===== src/rtl/pwm_fade_pkg.sv =====
package pwm_fade_pkg;

  // Fade direction as captured from the start request
  typedef enum logic {
    FADE_DN = 1'b0,
    FADE_UP = 1'b1
  } fade_dir_e;

  // Width of a fixed-point low-point sum that cannot overflow
  function automatic int unsigned sum_width(input int unsigned a, input int unsigned b);
    return ((a > b) ? a : b) + 2;
  endfunction

endpackage


===== src/rtl/pwm_timer_mux.sv =====
module pwm_timer_mux #(
  parameter int unsigned NUM_TMR = 4,
  parameter int unsigned CNT_W   = 20,
  localparam int unsigned SEL_W  = (NUM_TMR > 1) ? $clog2(NUM_TMR) : 1
) (
  input  logic [NUM_TMR*CNT_W-1:0] cnt_bus_i,
  input  logic [NUM_TMR-1:0]       end_bus_i,
  input  logic [SEL_W-1:0]         sel_i,
  output logic [CNT_W-1:0]         cnt_o,
  output logic                     end_o
);

  logic [CNT_W-1:0] cnt_arr [NUM_TMR];

  for (genvar k = 0; k < NUM_TMR; k++) begin : g_unpack
    assign cnt_arr[k] = cnt_bus_i[k*CNT_W +: CNT_W];
  end

  always_comb begin
    cnt_o = '0;
    end_o = 1'b0;
    for (int k = 0; k < NUM_TMR; k++) begin
      if (sel_i == SEL_W'(k)) begin
        cnt_o = cnt_arr[k];
        end_o = end_bus_i[k];
      end
    end
  end

endmodule


===== src/rtl/pwm_dither.sv =====
module pwm_dither #(
  parameter int unsigned FRAC_W = 4
) (
  input  logic              clk_i,
  input  logic              rst_ni,
  input  logic              end_i,
  input  logic [FRAC_W-1:0] frac_i,
  output logic              extra_o
);

  logic [FRAC_W-1:0] acc_q;
  logic [FRAC_W:0]   acc_sum;

  assign acc_sum = {1'b0, acc_q} + {1'b0, frac_i};

  always_ff @(posedge clk_i) begin
    if (!rst_ni) begin
      acc_q   <= '0;
      extra_o <= 1'b0;
    end else if (end_i) begin
      acc_q   <= acc_sum[FRAC_W-1:0];
      extra_o <= acc_sum[FRAC_W];
    end
  end

endmodule


===== src/rtl/pwm_fade_engine.sv =====
module pwm_fade_engine
  import pwm_fade_pkg::*;
#(
  parameter int unsigned DUTY_W = 25,
  parameter int unsigned STEP_W = 10,
  parameter int unsigned PER_W  = 10,
  parameter int unsigned NUM_W  = 10
) (
  input  logic              clk_i,
  input  logic              rst_ni,
  input  logic              end_i,
  input  logic              start_i,
  input  logic              up_i,
  input  logic [STEP_W-1:0] step_i,
  input  logic [PER_W-1:0]  period_i,
  input  logic [NUM_W-1:0]  num_i,
  input  logic              wr_i,
  input  logic [DUTY_W-1:0] wdata_i,
  output logic [DUTY_W-1:0] duty_o,
  output logic              busy_o,
  output logic              done_o,
  output fade_dir_e         dir_o
);

  localparam logic [DUTY_W-1:0] DUTY_MAX = '1;

  logic [STEP_W-1:0] step_q;
  logic [PER_W-1:0]  per_q;
  logic [PER_W-1:0]  pcnt_q;
  logic [NUM_W-1:0]  left_q;
  logic              accept;
  logic              boundary;
  logic [PER_W-1:0]  per_last;
  logic [DUTY_W:0]   up_sum;
  logic [DUTY_W-1:0] step_ext;
  logic [DUTY_W-1:0] duty_next;

  assign accept   = start_i && (num_i != '0);
  assign per_last = (per_q == '0) ? '0 : per_q - 1'b1;
  assign boundary = busy_o && end_i && !accept && (pcnt_q == per_last);
  assign step_ext = DUTY_W'(step_q);
  assign up_sum   = {1'b0, duty_o} + {1'b0, step_ext};

  always_comb begin
    if (dir_o == FADE_UP) begin
      duty_next = up_sum[DUTY_W] ? DUTY_MAX : up_sum[DUTY_W-1:0];
    end else begin
      duty_next = (duty_o < step_ext) ? '0 : duty_o - step_ext;
    end
  end

  always_ff @(posedge clk_i) begin
    if (!rst_ni) begin
      busy_o <= 1'b0;
      done_o <= 1'b0;
      dir_o  <= FADE_DN;
      step_q <= '0;
      per_q  <= '0;
      pcnt_q <= '0;
      left_q <= '0;
    end else begin
      done_o <= 1'b0;
      if (accept) begin
        busy_o <= 1'b1;
        dir_o  <= up_i ? FADE_UP : FADE_DN;
        step_q <= step_i;
        per_q  <= period_i;
        pcnt_q <= '0;
        left_q <= num_i;
      end else if (busy_o && end_i) begin
        if (boundary) begin
          pcnt_q <= '0;
          left_q <= left_q - 1'b1;
          if (left_q == NUM_W'(1)) begin
            busy_o <= 1'b0;
            done_o <= 1'b1;
          end
        end else begin
          pcnt_q <= pcnt_q + 1'b1;
        end
      end
    end
  end

  always_ff @(posedge clk_i) begin
    if (!rst_ni) begin
      duty_o <= '0;
    end else if (wr_i) begin
      duty_o <= wdata_i;
    end else if (boundary) begin
      duty_o <= duty_next;
    end
  end

endmodule


===== src/rtl/pwm_compare_out.sv =====
module pwm_compare_out
  import pwm_fade_pkg::*;
#(
  parameter int unsigned CNT_W = 20,
  parameter int unsigned INT_W = 21
) (
  input  logic             clk_i,
  input  logic             rst_ni,
  input  logic [CNT_W-1:0] cnt_i,
  input  logic [CNT_W-1:0] hpoint_i,
  input  logic [INT_W-1:0] len_i,
  input  logic             extra_i,
  input  logic             en_i,
  input  logic             idle_i,
  output logic             pwm_o
);

  localparam int unsigned LW = sum_width(CNT_W, INT_W);

  logic [LW-1:0] lpoint;
  logic [LW-1:0] cnt_ext;
  logic          level_q;
  logic          level_n;

  assign lpoint  = LW'(hpoint_i) + LW'(len_i) + LW'(extra_i);
  assign cnt_ext = LW'(cnt_i);

  // The low point wins over the high point when they coincide
  always_comb begin
    if (cnt_ext == lpoint)        level_n = 1'b0;
    else if (cnt_i == hpoint_i)   level_n = 1'b1;
    else                          level_n = level_q;
  end

  always_ff @(posedge clk_i) begin
    if (!rst_ni) begin
      level_q <= 1'b0;
      pwm_o   <= 1'b0;
    end else begin
      level_q <= level_n;
      pwm_o   <= en_i ? level_n : idle_i;
    end
  end

endmodule


===== src/rtl/pwm_fade_channel.sv =====
module pwm_fade_channel
  import pwm_fade_pkg::*;
#(
  parameter int unsigned NUM_TMR = 4,
  parameter int unsigned CNT_W   = 20,
  parameter int unsigned INT_W   = 21,
  parameter int unsigned FRAC_W  = 4,
  parameter int unsigned STEP_W  = 10,
  parameter int unsigned PER_W   = 10,
  parameter int unsigned NUM_W   = 10,
  localparam int unsigned DUTY_W = INT_W + FRAC_W,
  localparam int unsigned SEL_W  = (NUM_TMR > 1) ? $clog2(NUM_TMR) : 1
) (
  input  logic                     clk_i,
  input  logic                     rst_ni,
  input  logic [NUM_TMR*CNT_W-1:0] tmr_cnt_i,
  input  logic [NUM_TMR-1:0]       tmr_end_i,
  input  logic [SEL_W-1:0]         tmr_sel_i,
  input  logic                     out_en_i,
  input  logic                     idle_lvl_i,
  input  logic [CNT_W-1:0]         hpoint_i,
  input  logic                     duty_wr_i,
  input  logic [DUTY_W-1:0]        duty_wdata_i,
  input  logic                     fade_start_i,
  input  logic                     fade_up_i,
  input  logic [STEP_W-1:0]        fade_step_i,
  input  logic [PER_W-1:0]         fade_period_i,
  input  logic [NUM_W-1:0]         fade_num_i,
  output logic                     pwm_o,
  output logic [DUTY_W-1:0]        duty_o,
  output logic                     fade_busy_o,
  output logic                     fade_done_o
);

  logic [CNT_W-1:0] sel_cnt;
  logic             sel_end;
  logic             extra_w;
  fade_dir_e        fade_dir_w;

  pwm_timer_mux #(.NUM_TMR(NUM_TMR), .CNT_W(CNT_W)) u_mux (
    .cnt_bus_i (tmr_cnt_i),
    .end_bus_i (tmr_end_i),
    .sel_i     (tmr_sel_i),
    .cnt_o     (sel_cnt),
    .end_o     (sel_end)
  );

  pwm_dither #(.FRAC_W(FRAC_W)) u_dither (
    .clk_i   (clk_i),
    .rst_ni  (rst_ni),
    .end_i   (sel_end),
    .frac_i  (duty_o[FRAC_W-1:0]),
    .extra_o (extra_w)
  );

  pwm_fade_engine #(
    .DUTY_W(DUTY_W), .STEP_W(STEP_W), .PER_W(PER_W), .NUM_W(NUM_W)
  ) u_fade (
    .clk_i    (clk_i),
    .rst_ni   (rst_ni),
    .end_i    (sel_end),
    .start_i  (fade_start_i),
    .up_i     (fade_up_i),
    .step_i   (fade_step_i),
    .period_i (fade_period_i),
    .num_i    (fade_num_i),
    .wr_i     (duty_wr_i),
    .wdata_i  (duty_wdata_i),
    .duty_o   (duty_o),
    .busy_o   (fade_busy_o),
    .done_o   (fade_done_o),
    .dir_o    (fade_dir_w)
  );

  pwm_compare_out #(.CNT_W(CNT_W), .INT_W(INT_W)) u_cmp (
    .clk_i    (clk_i),
    .rst_ni   (rst_ni),
    .cnt_i    (sel_cnt),
    .hpoint_i (hpoint_i),
    .len_i    (duty_o[DUTY_W-1:FRAC_W]),
    .extra_i  (extra_w),
    .en_i     (out_en_i),
    .idle_i   (idle_lvl_i),
    .pwm_o    (pwm_o)
  );

endmodule


===== config.mk =====
export PLATFORM = sky130hd
export DESIGN_NAME = pwm_fade_channel
export DESIGN_NICKNAME = d
export VERILOG_FILES = /design/src/rtl/pwm_fade_pkg.sv /design/src/rtl/pwm_timer_mux.sv /design/src/rtl/pwm_dither.sv /design/src/rtl/pwm_fade_engine.sv /design/src/rtl/pwm_compare_out.sv /design/src/rtl/pwm_fade_channel.sv
export SDC_FILE = /design/constraint.sdc
export NUM_CORES = 1
export LEC_CHECK = 0
export BUFFER_PORTS_ARGS = -buffer_cell sky130_fd_sc_hd__buf_2
export CORE_ASPECT_RATIO = 1.75
export CORE_MARGIN = 1
export CORE_UTILIZATION = 57
export DETAILED_ROUTE_END_ITERATION = 8
export GPL_TIMING_DRIVEN = 0
export PLACE_DENSITY = 0.84
export SLEW_MARGIN = 5
export SYNTH_ARGS = -nofsm -noshare
export SYNTH_HDL_FRONTEND = slang
export SYNTH_HIERARCHICAL = 1
export SYNTH_SLANG_ARGS = --single-unit

===== constraint.sdc =====
create_clock -name clk_i -period 4.8 [get_ports clk_i]
set_clock_uncertainty 0.05 [all_clocks]
set_input_delay 0.72 -clock clk_i [delete_from_list [all_inputs] [get_ports clk_i]]
set_output_delay 0.72 -clock clk_i [all_outputs]
set_load 0.005 [all_outputs]

==> flow_summary.rst, run 1 <==
.. list-table::
   :header-rows: 1

   * - Metric
     - Value
   * - Post-Route Utilization
     - 69.5%
   * - Vias after detailed routing
     - 10400
   * - Final cell area excluding filler cells
     - 0.0104 mm^2
   * - Layout Nets
     - about 1600
   * - Total standard cell area after synthesis
     - about 0.0088 mm^2
   * - Final Setup Violations
     - 0
   * - Main synth FF type
     - sky130_fd_sc_hd__dfxtp_1
   * - Critical Path Start Type
     - flop
   * - Critical path peak fanout
     - 6
   * - Pre-CTS setup slack
     - -0.460 ns
   * - Pin count of the biggest net entering global routing
     - 14
   * - Post-synth ARST share
     - 0%
   * - Max-capacitance violation count
     - 0
   * - Post-synthesis cell type count
     - 95
   * - Nature of the critical path endpoint
     - flop
   * - Static Leak
     - 4.25 nW
   * - Most common library cell in the layout ignoring fill and taps
     - sky130_fd_sc_hd__buf_2
   * - Area of the die
     - 0.0160 mm^2
   * - Ordered list of cells on the worst path
     - ha_1, inv_1, fa_1, nand2b_1, a211o_1, and3_1, a211oi_4, nand3_1, nor3_2, a31oi_1, or4_4, nor4_2, o2111ai_2, a2111oi_4, buf_4, o22ai_1
   * - Power Internal
     - approximately 1.6 mW
   * - Wire length after detailed routing
     - approximately 35 mm
   * - Post-Syn Nets
     - 1371
   * - DRT antenna net count
     - 0
   * - Post-placement cell area
     - 0.0100 mm^2
   * - Via count of the first global-routing pass
     - 10100
   * - Number of enable-type register cells in the synthesized netlist
     - 0
   * - Cell type of the slowest stage on the worst timing path
     - sky130_fd_sc_hd__or4_4
   * - Width of the die
     - 95.9 um
   * - Die Y
     - approximately 170 um
   * - Hold crit path type
     - reg -> reg
   * - Number of slew-limit violations in the final report
     - 0
   * - H-tree Lvls
     - 3
   * - Overall Power
     - 2.55 mW
   * - Wire length of the first global-routing pass
     - 53.2 mm
   * - Clock-pin slew on the worst setup and hold paths
     - 0.06 ns
   * - Crit path setup slack, layout
     - approximately 0.20 ns
   * - TritonCTS clock tree
     - done
   * - Minimum clock period after layout
     - 4.60 ns
   * - Critical Path RT
     - 4.98 ns
   * - CP Data Arrival Time
     - 4.78 ns
   * - Antenna violations before repair
     - 1
   * - Part of the power in combinational logic
     - 41.8%
   * - Number of endpoints with negative hold slack in the final report
     - 0
   * - Hold Slack
     - 0.416 ns
   * - Number of storage elements in the synthesis netlist
     - 75
   * - Drt initial violations
     - 944
   * - Drt wl/cell
     - 22.3 um
   * - Starting density of the core
     - roughly 59%
   * - Total number of yosys warnings
     - 6
   * - Max Fclk
     - 217 MHz
   * - Number of placement rows
     - 59
   * - CORE AREA
     - approximately 0.015 mm^2
   * - I/O pin count
     - ~200
   * - I/O Buffers
     - 194
   * - Buffers from clock root to sink, at most
     - 2
   * - Via density
     - roughly 6.7
   * - CTS root buffer
     - sky130_fd_sc_hd__clkbuf_16
   * - Total congestion overflow
     - 0
   * - Maximum single-stage delay on the critical path
     - 0.58 ns
   * - Sw Share
     - 38.3%
   * - Mean cell area of the mapped netlist
     - 7.66 um^2
   * - Worst max-slew margin expressed relative to the limit
     - 17.1%
   * - Share of post-route cells with drive strength above 1
     - 21.9%
   * - Setup repair after global routing missed its margin
     - false
   * - Number of buffers added by the clock tree synthesis step
     - 9
   * - Later-pin clock latency in the skew report
     - 0.34 ns
   * - Kind of critical path
     - reg -> reg
   * - Power density cells
     - 245 mW/mm^2
   * - Global placement routability congestion
     - approximately 1.1
   * - Switching power total
     - about 0.98 mW
   * - Outcome
     - complete, no violations
   * - Period utilisation layout
     - 95.9%
   * - Synthesis-to-layout area growth
     - 18.4%
   * - Fraction of power consumed by the clock network
     - 30.5%
   * - Sequential share of the synthesized area
     - 17.1%
   * - Number of cells produced by synthesis
     - 1149
   * - Drt first pass iters
     - 6
   * - Clock sink total
     - 75
   * - Slew at the pin closest to its max-slew limit
     - 1.23 ns
   * - Peak VDD IR
     - 0.231 mV
   * - DRC viols
     - 0
   * - Most frequent cells in the layout
     - 206 x sky130_fd_sc_hd__buf_2, 119 x sky130_fd_sc_hd__nand2_1, 91 x sky130_fd_sc_hd__a21oi_1
   * - Global Route Usage Sum
     - 44.5%
   * - Sequential Power Share
     - approximately 28%
   * - Detailed Place HPWL
     - 26.4 mm
## power by group through the flow
stage	sequential [mW]	combinational, mW	clock [mW]
floorplan	0.700	0.720	0
global placement	0.716	0.991	0
detailed placement	0.717	1.01	0
CTS	0.704	1.02	0.780
global route	0.710	1.16	0.806
finish	0.707	1.07	0.778
## stage by stage
| step | setup TNS (ns) | std cells |
|---|---|---|
| floorplan | 0 | 1149 |
| global placement | -0.906 | 1526 |
| detailed placement | -0.856 | 1526 |
| CTS | 0 | 1543 |
| global route | 0 | 1544 |
| finish | 0 | 1545 |
## final cells by class
class	instances	area [um^2]
Fill cell	1335	4570
Clock inverter	5	85.1
Buffer	69	304
Tap cell	183	229
Inverter	52	195
Timing Repair Buffer	197	993
Sequential cell	75	1500
Antenna cell	1	2.50
Multi-Input combinational cell	952	6850
Clock buffer	11	253
## routing by layer
| metal | part of all wire (%) | GRT usage (%) |
|---|---|---|
| met1 | 32 | 42.5 |
| met2 | 50 | 74.0 |
| met3 | 8.0 | 13.0 |
| met4 | 11 | 41.0 |
| met5 | 0.038 | 0 |
## flip-flops by register name, summed over array words and instances (netlist names)
register,count
u_fade/step_q,10
u_fade/dir_o,1
u_fade/per_q,10
u_dither/acc_q,4
u_cmp/level_q,1
u_fade/done_o,1
u_fade/duty_o,25
u_cmp/pwm_o,1
u_fade/busy_o,1
u_fade/pcnt_q,10
u_dither/extra_o,1
u_fade/left_q,10
## worst max-delay path, delay by kind of cell, from the launching register on
family | cells | cell delay [ns]
flops | 1 | 0.44
fa+ha+maj | 2 | 0.60
buf+inv | 2 | 0.28
simple gates | 6 | 1.59
compound gates | 6 | 1.52
## kinds of logic (layout without fill, tap and decap cells)
group / after synthesis / after routing / share of synthesized area, %
AOI/OAI and AO/OA: 336 / 336 / 26.2
xor gates and xnor gates: 100 / 100 / 10.3
adders and majority gates: 54 / 54 / 8.02
buffers and inverters: 122 / 334 / 5.72
DFF: 75 / 75 / 17.1
muxes: 33 / 33 / 6.83
other: 0 / 1 / 0
and+or+nand+nor: 429 / 429 / 25.9
## synth_stat cells, drive strengths merged, types with 24 or more instances
library cell  instances  share of area, %
nand3                44               2.6
xor2                 34               3.6
clkbuf               52               2.2
ha                   50               7.1
nor3                 38               2.3
nand2               119               5.1
a21oi                93               5.3
inv                  51               2.2
dfxtp                75                17
nor2                 70               3.0
a31oi                24               1.9
o21ai                64               3.6
xnor2                66               6.7
## final timing paths
check                           depth (start not counted)  slack [ns]               to        startpoint
worst max-delay path                                   16        0.20      u_cmp/pwm_o  u_fade/duty_o[4]
worst min-delay path                                    2        0.42  u_fade/per_q[1]   u_fade/per_q[1]
worst min register to register                          2        0.42  u_fade/per_q[1]   u_fade/per_q[1]
worst max register to register                         16        0.20      u_cmp/pwm_o  u_fade/duty_o[4]
## repair_timing
item / 4_1_cts / 5_1_grt
endpoints found under the hold margin: 0 / 0
setup buffers: 1 / 2
endpoints found under the setup margin: 2 / 2
cloned: 0 / 0
hold buffers: 0 / 0
gates resized for setup: 1 / 10
pin swaps: 1 / 2
(Power assumes the default switching activity.)
==> run 2, diff against run 1 <==
Settings changed: CTS_BUF_LIST set to sky130_fd_sc_hd__clkbuf_8.
==> run 2 against run 1 <==
Against the previous run: critical path depth unchanged; worst hold slack better by 0.0056 ns; largest cell class unchanged; design area is 0.88% lower; core utilization decreased by 0.61 points; global-route usage decreased by 0.66 points; sequential share of layout area increased by 0.13 points; register-to-register slack better by 0.03 ns.
==> flow_summary.rst, run 2 (synthesized netlist as in run 1, its figures left out) <==
.. list-table::
   :header-rows: 1

   * - Metric
     - Value
   * - Outcome
     - complete, no violations
   * - Number of slew-limit violations in the final report
     - 0 (unchanged)
   * - Critical Path RT
     - 4.99 ns (about the same)
   * - CORE AREA
     - 0.0150 mm^2 (unchanged)
   * - Dpl cells
     - 1526 (unchanged)
   * - Static Leak
     - 4.20 nW (-1.1%)
   * - Wire length after detailed routing
     - 33.9 mm (-1.6%)
   * - CTS root buffer
     - sky130_fd_sc_hd__clkbuf_8
   * - Vias after detailed routing
     - 10200 (-1.1%)
   * - Period utilisation layout
     - 95.2% (-0.70 points)
   * - Number of buffers added by the clock tree synthesis step
     - 9 (unchanged)
   * - Clock-pin slew on the worst setup and hold paths
     - 0.09 ns (+0.03 ns)
   * - Number of flip-flops in the largest register
     - 25 (unchanged)
   * - Drt initial violations
     - 898 (-4.9%)
   * - DRC viols
     - 0 (unchanged)
   * - H-tree Lvls
     - 3 (unchanged)
   * - Share of post-route cells with drive strength above 1
     - 21.9% (unchanged)
   * - Final cell area excluding filler cells
     - 0.0103 mm^2 (-0.88%)
   * - I/O Buffers
     - 194 (unchanged)
   * - Width of the die
     - 95.9 um (unchanged)
   * - Starting density of the core
     - 58.7% (unchanged)
   * - I/O pin count
     - 196 (unchanged)
   * - Antenna violations before repair
     - 1 (unchanged)
   * - CP Data Arrival Time
     - 4.76 ns (-0.02 ns)
   * - Pin count of the biggest net entering global routing
     - 14 (unchanged)
   * - Buffers from clock root to sink, at most
     - 2 (unchanged)
   * - Detailed Place HPWL
     - 26.4 mm (unchanged)
   * - Number of buffers and inverters on the critical path
     - 2 (unchanged)
   * - Maximum single-stage delay on the critical path
     - 0.59 ns (about the same)
   * - Nature of the critical path endpoint
     - flop
   * - Post-placement cell area
     - 0.0100 mm^2 (unchanged)
   * - Kind of critical path
     - reg -> reg
   * - Register-to-Register Path Depth
     - 16 (unchanged)
   * - Global Route Usage Sum
     - 43.9% (-0.66 points)
   * - TritonCTS clock tree
     - done
   * - Number of cells on the critical path
     - 16 (unchanged)
   * - Register ranked first by flip-flop count
     - u_fade/duty_o
   * - Area of the die
     - 0.0160 mm^2 (unchanged)
   * - Ordered list of cells on the worst path
     - ha_1, inv_1, fa_1, nand2b_1, a211o_1, and3_1, a211oi_4, nand3_1, nor3_2, a31oi_1, or4_4, nor4_2, o2111ai_2, a2111oi_4, buf_4, o22ai_1
   * - Minimum clock period after layout
     - 4.57 ns (-0.0338 ns)
   * - Synthesis-to-layout area growth
     - 17.4%
   * - Critical path peak fanout
     - 6 (unchanged)
   * - Via count of the first global-routing pass
     - 9997 (-1.3%)
   * - Final Setup Violations
     - 0 (unchanged)
   * - Later-pin clock latency in the skew report
     - 0.35 ns (about the same)
   * - Non-filler instance count after layout
     - 1545 (unchanged)
   * - Drt wl/cell
     - 22.0 um (-1.6%)
   * - Pre-CTS setup slack
     - -0.460 ns (unchanged)
   * - Global placement routability congestion
     - 1.06 (unchanged)
   * - Fill count
     - 1347 (+0.90%)
   * - Crit. Startpoint
     - u_fade/duty_o[4]
   * - Setup slack on the worst flop-to-flop path
     - 0.23 ns (+0.03 ns)
   * - Die Y
     - 166 um (unchanged)
   * - Number of placement rows
     - 59 (unchanged)
   * - Most common library cell in the layout ignoring fill and taps
     - sky130_fd_sc_hd__buf_2
   * - Worst R2R Start
     - u_fade/duty_o[4]
   * - Post-Route Utilization
     - 68.9% (-0.61 points)
   * - DRT antenna net count
     - 0 (unchanged)
   * - Max Fclk
     - 219 MHz (+0.74%)
   * - Hold crit path type
     - reg -> reg
   * - Clock sink total
     - 75 (unchanged)
   * - Layout Nets
     - 1578 (unchanged)
   * - Cell type of the slowest stage on the worst timing path
     - sky130_fd_sc_hd__or4_4
   * - Power density cells
     - 228 mW/mm^2 (-6.8%)
   * - Number of endpoints with negative hold slack in the final report
     - 0 (unchanged)
   * - Wire length of the first global-routing pass
     - 52.5 mm (-1.3%)
   * - Most frequent cells in the layout
     - 206 x sky130_fd_sc_hd__buf_2, 119 x sky130_fd_sc_hd__nand2_1, 90 x sky130_fd_sc_hd__a21oi_1
   * - Hold bufs inserted after CTS
     - 0 (unchanged)
   * - Peak VDD IR
     - 0.211 mV (-8.9%)
   * - Setup repair after global routing missed its margin
     - false
   * - Capturing instance or port of the critical path
     - u_cmp/pwm_o
   * - Critical Path Start Type
     - flop
   * - Max-capacitance violation count
     - 0 (unchanged)
   * - Cell family with most CP delay
     - simple AND/OR/NAND/NOR gates
   * - Hold Slack
     - 0.422 ns (+0.00557 ns)
   * - Crit path setup slack, layout
     - 0.231 ns (+0.0338 ns)
   * - Slew at the pin closest to its max-slew limit
     - 1.19 ns (-0.0361 ns)
   * - Worst max-slew margin expressed relative to the limit
     - 19.8% (+2.7 points)
   * - Total congestion overflow
     - 0 (unchanged)
   * - Capture instance of the worst register-to-register path
     - u_cmp/pwm_o
   * - Drt first pass iters
     - 5 (-1)
   * - Via density
     - 6.63 (-1.1%)
## run 2: per-stage QoR
step | total power, mW | setup TNS, ns
3_3_place_gp | 1.71 | -0.906
3_5_place_dp | 1.73 | -0.856
6_report | 2.36 | 0
2_1_floorplan | 1.42 | 0
4_1_cts | 2.31 | 0
5_1_grt | 2.49 | 0
## run 2: tightest hold or removal path, stage by stage, from the launching register on
cell,delay (ns)
sky130_fd_sc_hd__dfxtp_1,0.32
sky130_fd_sc_hd__nand2_1,0.05
sky130_fd_sc_hd__a21oi_1,0.05
## run 2: area by class of cell
type                       instances  area, um^2  share of cell area, %
multi-input combinational        952        6860                   66.4
clock inverter                     5        85.1                  0.824
inverter                          52         195                   1.89
tap                              183         229                   2.22
sequential                        75        1500                   14.6
timing repair buffer             197         993                   9.62
buffer                            69         304                   2.95
clock buffer                      11         151                   1.47
antenna                            1        2.50                 0.0242
## run 2: repair_timing
action | in CTS | in global routing
pin swaps | 1 | 2
setup buffers | 1 | 2
endpoints found under the setup margin | 2 | 2
endpoints found under the hold margin | 0 | 0
resized for setup | 1 | 10
## run 2: power breakdown
part / switching, mW / leakage, nW / internal (mW)
Clock: 0.265 / 0.116 / 0.324
Sequential: 0.0495 / 0.618 / 0.656
Combinational: 0.632 / 3.47 / 0.431
## run 2: routing by layer
layer	share of wire [%]	wire, um	GRT usage, %
met5	0	0	0
met3	7.4	2530	12.9
met1	32	10900	41.2
met2	51	17200	74.4
met4	9.9	3350	38.5
## run 2: worst min path at each step
stage / startpoint / end / slack [ns] / depth (start not counted)
after CTS: u_fade/per_q[1] / u_fade/per_q[1] / 0.42 / 2
final: u_fade/per_q[1] / u_fade/per_q[1] / 0.42 / 2
after detailed placement: u_fade/per_q[1] / u_fade/per_q[1] / 0.41 / 2
after global routing: u_fade/step_q[4] / u_fade/step_q[4] / 0.45 / 2
after global placement: u_fade/per_q[1] / u_fade/per_q[1] / 0.41 / 2
after floorplan: u_fade/per_q[1] / u_fade/per_q[1] / 0.40 / 2
==> run 3, diff against run 2 <==
Settings changed: BUFFER_PORTS_ARGS -buffer_cell sky130_fd_sc_hd__buf_2 to not set, CORE_UTILIZATION 57 to 58, DONT_BUFFER_PORTS set to 1, PLACE_DENSITY 0.84 to 0.75.
==> run 3 against run 2 <==
Against the previous run: the run now ends with max-capacitance violations, max-slew violations left; combinational power fell by 9.6%; setup slack got worse by 0.099 ns; sequential power barely moved; count of clock-buffer cells in the layout fell by 2; sequential share of layout area rose by 1.6 points; critical path depth did not move; power fell by 5.0%; global-route usage fell by 2.3 points; non-clock buffer count fell by 194; critical path type unchanged.
==> flow_summary.rst, run 3 (synthesized netlist as in run 1, its figures left out) <==
.. list-table::
   :header-rows: 1

   * - Metric
     - Value
   * - H-tree Lvls
     - 3 (unchanged)
   * - Post-Route Utilization
     - 62.6% (-6.2 points)
   * - CTS root buffer
     - sky130_fd_sc_hd__clkbuf_8
   * - Register ranked first by flip-flop count
     - u_fade/duty_o
   * - Number of endpoints with negative hold slack in the final report
     - 0 (unchanged)
   * - Critical Path RT
     - 5.02 ns (+0.03 ns)
   * - Via density
     - 6.90 (+4.1%)
   * - Global Route Usage Sum
     - 41.5% (-2.3 points)
   * - Share of post-route cells with drive strength above 1
     - 8.48% (-13 points)
   * - Buffers from clock root to sink, at most
     - 2 (unchanged)
   * - Nature of the critical path endpoint
     - flop
   * - Layout Nets
     - 1384 (-12%)
   * - Starting density of the core
     - 59.3% (+0.58 points)
   * - Period utilisation layout
     - 97.2% (+2.1 points)
   * - Synthesis-to-layout area growth
     - 5.68%
   * - Number of buffers added by the clock tree synthesis step
     - 9 (unchanged)
   * - Area of the die
     - 0.0157 mm^2 (-1.7%)
   * - Kind of critical path
     - reg -> reg
   * - CORE AREA
     - 0.0148 mm^2 (-0.98%)
   * - Most frequent cells in the layout
     - 119 x sky130_fd_sc_hd__nand2_1, 91 x sky130_fd_sc_hd__a21oi_1, 74 x sky130_fd_sc_hd__dfxtp_1
   * - Total congestion overflow
     - 0 (unchanged)
   * - Number of placement rows
     - 59 (unchanged)
   * - Width of the die
     - 95.1 um (-0.85%)
   * - TritonCTS clock tree
     - done
   * - Wire length after detailed routing
     - 32.6 mm (-4.1%)
   * - Number of flip-flops in the largest register
     - 25 (unchanged)
   * - Worst max-slew margin expressed relative to the limit
     - -12.9% (-33 points)
   * - Hold crit path type
     - in -> reg
   * - Final Setup Violations
     - 0 (unchanged)
   * - Wire length of the first global-routing pass
     - 48.4 mm (-7.8%)
   * - Global placement routability congestion
     - 1.02 (-3.5%)
   * - CP Data Arrival Time
     - 4.88 ns (+0.12 ns)
   * - Static Leak
     - 3.40 nW (-19%)
   * - Outcome
     - finished with violations
   * - Max-capacitance violation count
     - 1 (+1)
   * - Number of slew-limit violations in the final report
     - 3 (+3)
   * - Via count of the first global-routing pass
     - 9279 (-7.2%)
   * - Slew at the pin closest to its max-slew limit
     - 1.65 ns (+0.457 ns)
   * - Crit path setup slack, layout
     - 0.132 ns (-0.0991 ns)
   * - Critical Path Start Type
     - flop
   * - Drt initial violations
     - 744 (-17%)
   * - Later-pin clock latency in the skew report
     - 0.37 ns (+0.02 ns)
   * - Minimum clock period after layout
     - 4.67 ns (+0.0991 ns)
   * - Setup repair after global routing missed its margin
     - false
   * - Clock-pin slew on the worst setup and hold paths
     - 0.09 ns (about the same)
   * - Pre-CTS setup slack
     - -0.422 ns (+0.0375 ns)
   * - Detailed Place HPWL
     - 25.7 mm (-2.9%)
   * - Power density cells
     - 241 mW/mm^2 (+5.6%)
   * - I/O pin count
     - 196 (unchanged)
   * - Critical path peak fanout
     - 6 (unchanged)
   * - DRT antenna net count
     - 0 (unchanged)
   * - Violations in the final reports
     - max-capacitance violations, max-slew violations
   * - Non-filler instance count after layout
     - 1351 (-13%)
   * - Max Fclk
     - 214 MHz (-2.1%)
   * - Antenna violations before repair
     - 2 (+1)
   * - Clock sink total
     - 75 (unchanged)
   * - DRC viols
     - 0 (unchanged)
   * - Drt wl/cell
     - 24.1 um (+9.7%)
   * - Drt first pass iters
     - 7 (+2)
   * - Dpl cells
     - 1333 (-13%)
   * - I/O Buffers
     - 0 (-100%)
   * - Vias after detailed routing
     - 9325 (-9.0%)
   * - Most common library cell in the layout ignoring fill and taps
     - sky130_fd_sc_hd__nand2_1
   * - Pin count of the biggest net entering global routing
     - 15 (+1)
   * - Die Y
     - 165 um (-0.85%)
   * - Peak VDD IR
     - 0.225 mV (+7.0%)
[run 3: layer usage]
metal / wire, um / part of all wire [%] / track usage [%]
met1: 10300 / 32 / 36.1
met2: 16600 / 51 / 73.9
met3: 2310 / 7.1 / 9.30
met4: 3380 / 10 / 42.4
met5: 10 / 0.031 / 0
[run 3: final cells by class]
type	instances	area, um^2
Multi-Input combinational cell	952	6820
Fill cell	1405	5540
Sequential cell	75	1500
Buffer	70	308
Tap cell	183	229
Inverter	52	195
Clock buffer	9	124
Clock inverter	7	100
Timing Repair Buffer	2	17.5
Antenna cell	1	2.50
[run 3: path summary, 6_finish.rpt]
path	endpoint	slack, ns	from	cells after the start
setup reg to reg	u_cmp/pwm_o	0.13	u_fade/duty_o[4]	16
hold / removal	u_cmp/pwm_o	0.38	out_en_i	1
hold reg to reg	u_fade/per_q[1]	0.42	u_fade/per_q[1]	2
setup / recovery	u_cmp/pwm_o	0.13	u_fade/duty_o[4]	16
[run 3: worst max-delay path, stage by stage, from the launching register on]
cell and delay (ns):
sky130_fd_sc_hd__dfxtp_2 0.43, sky130_fd_sc_hd__ha_1 0.20, sky130_fd_sc_hd__inv_1 0.06, sky130_fd_sc_hd__fa_1 0.39, sky130_fd_sc_hd__nand2b_1 0.18, sky130_fd_sc_hd__a211o_1 0.36, sky130_fd_sc_hd__and3_1 0.23, sky130_fd_sc_hd__a211oi_2 0.39
sky130_fd_sc_hd__nand4_1 0.37, sky130_fd_sc_hd__nor2_1 0.18, sky130_fd_sc_hd__a21oi_1 0.08, sky130_fd_sc_hd__or4_4 0.47, sky130_fd_sc_hd__nor4_2 0.26, sky130_fd_sc_hd__o2111ai_1 0.24, sky130_fd_sc_hd__a2111oi_4 0.37, sky130_fd_sc_hd__buf_4 0.21
sky130_fd_sc_hd__o22ai_1 0.08
[run 3: power by group]
group / internal (mW) / leakage [nW] / switching, mW
Clock: 0.298 / 0.114 / 0.278
Sequential: 0.656 / 0.618 / 0.0511
Combinational: 0.373 / 2.67 / 0.585
[run 3: repair_timing]
action | 4_1_cts | 5_1_grt
pin swaps | 0 | 1
endpoints found under the setup margin | 2 | 2
hold buffers | 0 | 0
setup buffers | 0 | 1
resized for setup | 2 | 3
[run 3: per-stage QoR]
stage	TNS (ns)	instance area, um^2	power (mW)	hold slack, ns
6_report	0	9300	2.24	0.383
2_1_floorplan	0	8800	1.42	0.395
5_1_grt	0	9290	2.36	0.379
3_3_place_gp	-0.719	9020	1.63	0.405
3_5_place_dp	-0.788	9040	1.64	0.418
4_1_cts	0	9280	2.22	0.372
